[config.mk]
export PLATFORM = sky130hd
export DESIGN_NAME = gpio_port_regs
export DESIGN_NICKNAME = d
export VERILOG_FILES = /design/src/rtl/gpio_port_pkg.sv /design/src/rtl/gpio_pin_sync.sv /design/src/rtl/gpio_dir_reg.sv /design/src/rtl/gpio_data_reg.sv /design/src/rtl/gpio_port_regs.sv
export SDC_FILE = /design/constraint.sdc
export NUM_CORES = 1
export LEC_CHECK = 0
export CORE_MARGIN = 2
export CORE_UTILIZATION = 65
export CTS_CLUSTER_DIAMETER = 100
export CTS_CLUSTER_SIZE = 28
export DETAILED_ROUTE_END_ITERATION = 8
export DONT_BUFFER_PORTS = 1
export GPL_TIMING_DRIVEN = 0
export PLACE_DENSITY_LB_ADDON = 0.25
export SLEW_MARGIN = 10
export SYNTH_ARGS = -nofsm -noshare
export SYNTH_HDL_FRONTEND = slang
export SYNTH_HIERARCHICAL = 1
export SYNTH_SLANG_ARGS = --single-unit
export TNS_END_PERCENT = 5
[constraint.sdc]
create_clock -name clk -period 1.7 [get_ports clk]
set_input_delay 0.17 -clock clk [delete_from_list [all_inputs] [get_ports clk]]
set_output_delay 0.17 -clock clk [all_outputs]
set_load 0.03 [all_outputs]
[src/rtl/gpio_port_pkg.sv]
package gpio_port_pkg;
  typedef enum logic {
    ADDR_DATA = 1'b0,
    ADDR_DIR  = 1'b1
  } port_addr_e;
endpackage

[src/rtl/gpio_pin_sync.sv]
module gpio_pin_sync #(
  parameter int WIDTH  = 8,
  parameter int STAGES = 2
) (
  input  logic             clk,
  input  logic             rst,
  input  logic [WIDTH-1:0] pin_in,
  output logic [WIDTH-1:0] pin_sync
);
  logic [WIDTH-1:0] stage_q [STAGES];

  always_ff @(posedge clk) begin
    if (rst) stage_q[0] <= '0;
    else     stage_q[0] <= pin_in;
  end

  for (genvar s = 1; s < STAGES; s++) begin : g_stage
    always_ff @(posedge clk) begin
      if (rst) stage_q[s] <= '0;
      else     stage_q[s] <= stage_q[s-1];
    end
    // each stage passes its predecessor on one cycle later
    a_r8_stage_shift: assert property (@(posedge clk) disable iff (rst)
      !$past(rst) |-> stage_q[s] == $past(stage_q[s-1]));
  end

  // first stage captures the pads one cycle later
  a_r8_first_stage: assert property (@(posedge clk) disable iff (rst)
    !$past(rst) |-> stage_q[0] == $past(pin_in));

  assign pin_sync = stage_q[STAGES-1];
endmodule

[src/rtl/gpio_dir_reg.sv]
module gpio_dir_reg #(
  parameter int WIDTH = 8,
  parameter int NOPIN = 6
) (
  input  logic             clk,
  input  logic             rst,
  input  logic             hw_stby,
  input  logic             we,
  input  logic [WIDTH-1:0] wdata,
  output logic [WIDTH-1:0] q
);
  localparam logic [WIDTH-1:0] KEEP_MASK = ~(WIDTH'(1) << NOPIN);

  always_ff @(posedge clk) begin
    if (rst || hw_stby) q <= '0;
    else if (we)        q <= wdata & KEEP_MASK;
  end

  // hardware standby empties the direction register
  a_r4_dir_hw_clear: assert property (@(posedge clk) disable iff (rst)
    hw_stby |=> q == '0);
  // without a write the direction register holds, standby or not
  a_r5_dir_hold: assert property (@(posedge clk) disable iff (rst)
    (!we && !hw_stby) |=> $stable(q));
endmodule

[src/rtl/gpio_data_reg.sv]
module gpio_data_reg #(
  parameter int WIDTH = 8
) (
  input  logic             clk,
  input  logic             rst,
  input  logic             hw_stby,
  input  logic             we,
  input  logic [WIDTH-1:0] wdata,
  output logic [WIDTH-1:0] q
);
  always_ff @(posedge clk) begin
    if (rst || hw_stby) q <= '0;
    else if (we)        q <= wdata;
  end

  // an accepted write is visible after its edge
  a_r9_data_commit: assert property (@(posedge clk) disable iff (rst)
    (we && !hw_stby) |=> q == $past(wdata));
  // hardware standby empties the data register
  a_r4_data_hw_clear: assert property (@(posedge clk) disable iff (rst)
    hw_stby |=> q == '0);
endmodule

[src/rtl/gpio_port_regs.sv]
module gpio_port_regs
  import gpio_port_pkg::*;
#(
  parameter int WIDTH       = 8,
  parameter int NOPIN       = 6,
  parameter int SYNC_STAGES = 2
) (
  input  logic             clk,
  input  logic             rst,
  input  logic             hw_stby,
  input  logic             sw_stby,
  input  logic             bus_addr,
  input  logic             wr_stb,
  input  logic             rd_stb,
  input  logic [WIDTH-1:0] wdata,
  output logic [WIDTH-1:0] rdata,
  input  logic [WIDTH-1:0] pin_in,
  output logic [WIDTH-1:0] pin_out,
  output logic [WIDTH-1:0] pin_oe
);
  localparam logic [WIDTH-1:0] NOPIN_BIT = WIDTH'(1) << NOPIN;
  localparam logic [WIDTH-1:0] PIN_MASK  = ~NOPIN_BIT;

  logic [WIDTH-1:0] dir_q, data_q, pin_s, sel_latch;
  logic             dir_we, data_we, stby_unused;

  // software standby intentionally leaves the port untouched
  assign stby_unused = sw_stby;

  assign dir_we  = wr_stb && (port_addr_e'(bus_addr) == ADDR_DIR);
  assign data_we = wr_stb && (port_addr_e'(bus_addr) == ADDR_DATA);

  gpio_dir_reg #(.WIDTH(WIDTH), .NOPIN(NOPIN)) u_dir (
    .clk(clk), .rst(rst), .hw_stby(hw_stby),
    .we(dir_we), .wdata(wdata), .q(dir_q)
  );

  gpio_data_reg #(.WIDTH(WIDTH)) u_data (
    .clk(clk), .rst(rst), .hw_stby(hw_stby),
    .we(data_we), .wdata(wdata), .q(data_q)
  );

  gpio_pin_sync #(.WIDTH(WIDTH), .STAGES(SYNC_STAGES)) u_sync (
    .clk(clk), .rst(rst), .pin_in(pin_in), .pin_sync(pin_s)
  );

  assign sel_latch = dir_q | NOPIN_BIT;

  always_comb begin
    rdata = '0;
    if (rd_stb) begin
      if (port_addr_e'(bus_addr) == ADDR_DIR) rdata = '1;
      else rdata = (sel_latch & data_q) | (~sel_latch & pin_s);
    end
  end

  assign pin_oe  = hw_stby ? '0 : (dir_q & PIN_MASK);
  assign pin_out = data_q & PIN_MASK;

  // a driver seen in the cycle after standby began means the clear failed
  a_r4_oe_after_stby: assert property (@(posedge clk) disable iff (rst)
    $past(hw_stby) |-> dir_q == '0);
endmodule

== After elaboration in Yosys (flattened, before gate mapping) ==
Memories as Yosys holds them, arrays and structs flattened.
Index checks and enable logic that the tools add are counted.
Storage, ports and cells
  register bits: 15
  RAM bits: 16
  bits of input ports: 23
  output and inout bits: 24
  memories: 1
Memory list
  u_sync.stage_q: depth 2, width 8, rd ports 2, clocked after Yosys merged registers in 0, wr ports 2, line gpio_pin_sync.sv:10  | logic [WIDTH-1:0] stage_q [STAGES];
Cells by class
  muxes and demuxes: 8
  bitwise operators: 7
  reduce and logical (&&, ||, !) cells: 3
Operators with widths (count)
  8-bit 2-to-1 mux: 5
  8-bit AND: 2
  8-bit inverter: 1
  8-bit bitwise OR: 1
  1-bit 2-to-1 mux: 3
  1-bit logical AND: 2
  1-bit bitwise OR: 2
  1-bit logical OR: 1
  1-bit inverter: 1

== Depth between registers and ports, before layout ==
  depth after elaboration: 5
  mapped depth: 5
  gate-level depth less buffers: 3

== Modules after synthesis ==
The synthesis kept the hierarchy.
By module, submodules not included
  gpio_pin_sync: instances 1, cells an instance 33, area each 464.2 um^2, sequential area each 320.3 um^2
  gpio_data_reg: instances 1, cells an instance 27, area each 295.3 um^2, sequential area each 160.2 um^2
  gpio_dir_reg: instances 1, cells an instance 26, area each 264.0 um^2, sequential area each 140.1 um^2
  gpio_port_regs: instances 1, cells an instance 29, area each 250.2 um^2, sequential area each 0.0 um^2

== Least setup slack after synthesis ==
No wires, ideal clock.
  kind: reg2out
  from: reg u_data.q[0]
  to: out rdata[0]
  arrival: 972 ps
  path slack: 558 ps
  stages on the path, launching flop included: 3
  buffers on the path: 0
  cells stage by stage: dfxtp_1 > mux2_4 > o21a_1
Between the ends
  cells in the longest elaborated chain, start to end: 4
RTL lines
  start: declaration: line gpio_data_reg.sv:9  | output logic [WIDTH-1:0] q
  start signal: assignment: line gpio_data_reg.sv:13  | else if (we) q <= wdata;
  8-bit AND: line gpio_port_regs.sv:53  | else rdata = (sel_latch & data_q) | (~sel_latch & pin_s);
  8-bit bitwise OR: line gpio_port_regs.sv:53
  8-bit 2-to-1 mux: line gpio_port_regs.sv:52  | if (port_addr_e'(bus_addr) == ADDR_DIR) rdata = '1;
  8-bit 2-to-1 mux: line gpio_port_regs.sv:51  | if (rd_stb) begin
  end: declaration: line gpio_port_regs.sv:16  | output logic [WIDTH-1:0] rdata,
Every way passes these cells.

== Worst setup path after layout ==
  from: reg u_data.q[1]
  to: out rdata[1]
Same word-level chain as after synthesis.

==> results.yml <==
outcome:
  status: "completed"
die:
  rows: 15
  design.portCount: 47
  initial_utilization: 0.692
  floorplan.die_area_um2: 2220
  core_area_um2: 1750
  die_h_um: 47.1
  die_width_um: 47.1
cells_and_area:
  final_core_utilization: 0.809
  layout-drive-gt1-share: 0.281
  total_inserted_antenna_cells: 0
  syn2layout_area_growth_pct: 17.0
  num-nets-final: 150
  fillCellCount: 110
  layout.cells.most_common: "sky130_fd_sc_hd__dfxtp_1"
  most-common-layout-cells: "29 x sky130_fd_sc_hd__dfxtp_1, 15 x sky130_fd_sc_hd__mux2i_1, 15 x sky130_fd_sc_hd__nor2_1"
  stdcell_area_um2: 1410
min_path:
  min_path_cells: 2
  worstHoldEndpoint: "u_dir/q[4]"
  timing.hold.worst.class: "in -> reg"
  hold_path_startpoint: "wdata[4]"
global_route:
  grt_pass1_wl_mm: 3.32
  first_global_vias: 739
  grt_antenna_before_repair: 0
  maximum_number_of_pins_on_one_net_before_global_route_repair: 11
  track_usage: 0.226
  grt_overflow: 0
sta:
  drv_slew: 0
  timing.max_slew.rel_slack: 0.584
  worst_slew_pin_slew_ps: 623
  fin_crit_period_ps: 1570
  finalCritPeriodShare: 0.922
  rsz0062_at_grt: "false"
  final_hold_viol_count: 0
  fin_worst_skew_ps: 3.11
  final-setup-viol-count: 0
  max_freq_mhz: 638
  final.setup.tns_ps: 0
setup_path:
  r2r_start: "u_data/q[0]"
  timing.critical_path.slowest_cell_delay_ps: 560
  path_cells: "mux2_4 > o21a_1"
  worst_setup_path_start_kind: "register"
  slowest_stage: "sky130_fd_sc_hd__dfxtp_1"
  timing.setup.critical_path_class: "reg -> out"
  rrSetupSlack_ps: 830
  timing.critical_path.required_ps: 1530
  worstRegToRegCells: 2
  critical_path.reg2reg.endpoint: "u_data/q[0]"
  critical_path.max_fanout: 3
  worst_setup_path_end_kind: "primary output"
  critical_path_arrival_ps: 1400
power:
  ir_worst_vdd_uv: 615
  power.switching_uw: 322
  power.combinational.fraction: 0.120
  power_per_cell_area_nw_per_um2: 949
  share_of_power_burned_in_registers: 0.537
  power.switching_fraction: 0.240
  power_leakage_uw: 0.000581
  cellInternalPower_uw: 1020
  clockPowerShare: 0.344
synth:
  synthesis.yosys.warnings: 6
  avgSynthCellArea_um2: 11.1
  syn_area_um2: 1210
  synthCells: 109
detailed_routing:
  drt-wirelength-per-cell_um: 14.5
  dr.first_iter.drc_count: 14
  drtAntennaViolNets: 0
  route.vias.total: 797
  remaining_routing_drc_violations: 0
  drt-total-wl_mm: 2.22
  drt_pre_antenna_iters: 4
  average_vias_per_placed_instance: 5.21
clock_tree:
  clock_tree_root: "sky130_fd_sc_hd__clkbuf_4"
  worstSkewPairLatency_ps: 310
  cts_hold_buf: 10
  sink_count: 29
  post_cts_resized: 0
  post-cts-setup-buffer-count: 0
  clk_path_buf_depth: 2
  cts-buffers-inserted: 5
  clk_transition_reported_paths_ps: 90
  htreeDepth: 2
  tritoncts: "built"
placement:
  place_area_um2: 1240
  detailed_place_hpwl_mm: 1.54
  port_buffers: 0
  gp_routability_congestion: 0.669
job:
  timing.max_cap.violations: 0
## worst max path at each step
| stage | from | end | slack (ps) | cells after the start |
|---|---|---|---|---|
| final | u_data/q[1] | rdata[1] | 130 | 2 |
| after global routing | u_data/q[1] | rdata[1] | 80 | 2 |
| after CTS | u_data/q[1] | rdata[1] | 110 | 2 |
| after detailed placement | u_data/q[1] | rdata[1] | 480 | 2 |
| after global placement | u_data/q[0] | rdata[0] | 510 | 2 |
| after floorplan | u_data/q[0] | rdata[0] | 560 | 2 |
## worst max-delay path: cells and delay by family (launching register included)
kind           cells  cell delay [ps]
flip-flops         1              560
AO/OA/AOI/OAI      1              300
multiplexers       1              230
## state kept, by name, summed over array words and instances (netlist names)
signal / cells
u_sync/stage_q: 14
u_data/q: 8
u_dir/q: 7
## power groups by stage
| stage | Combinational, µW | Sequential, µW | Clock, µW |
|---|---|---|---|
| global placement | 138 | 735 | 0 |
| finish | 160 | 720 | 460 |
| CTS | 159 | 720 | 476 |
| floorplan | 126 | 733 | 0 |
| detailed placement | 141 | 736 | 0 |
| global route | 171 | 722 | 506 |
## metrics by stage
| stage | worst slack (ps) | instances | power (µW) | hold slack (ps) |
|---|---|---|---|---|
| floorplan | 558 | 110 | 859 | 299 |
| global placement | 510 | 135 | 873 | 301 |
| detailed placement | 484 | 135 | 877 | 308 |
| CTS | 113 | 153 | 1350 | 1.25 |
| global route | 82.9 | 153 | 1400 | 3.24 |
| finish | 133 | 153 | 1340 | 12.5 |
## metal layers
metal	routed length [µm]	vias to the layer above	share of wire	global-route usage
met2	1220	30	0.55	0.416
met1	870	380	0.39	0.230
met4	10	0	0.0045	0.0833
met3	124	2	0.056	0.0846
li1	-	385	-	-
met5	0	-	0	0
## cell type report
cell class	count	area, µm²	area share
sequential	29	581	0.411
multi-input combinational	72	566	0.400
timing repair buffer	10	100	0.0709
tap	25	31.3	0.0221
buffer	9	65.1	0.0461
clock buffer	7	65.1	0.0461
clock inverter	1	5.00	0.00354
Note: power is estimated with default switching activity, not from simulation.
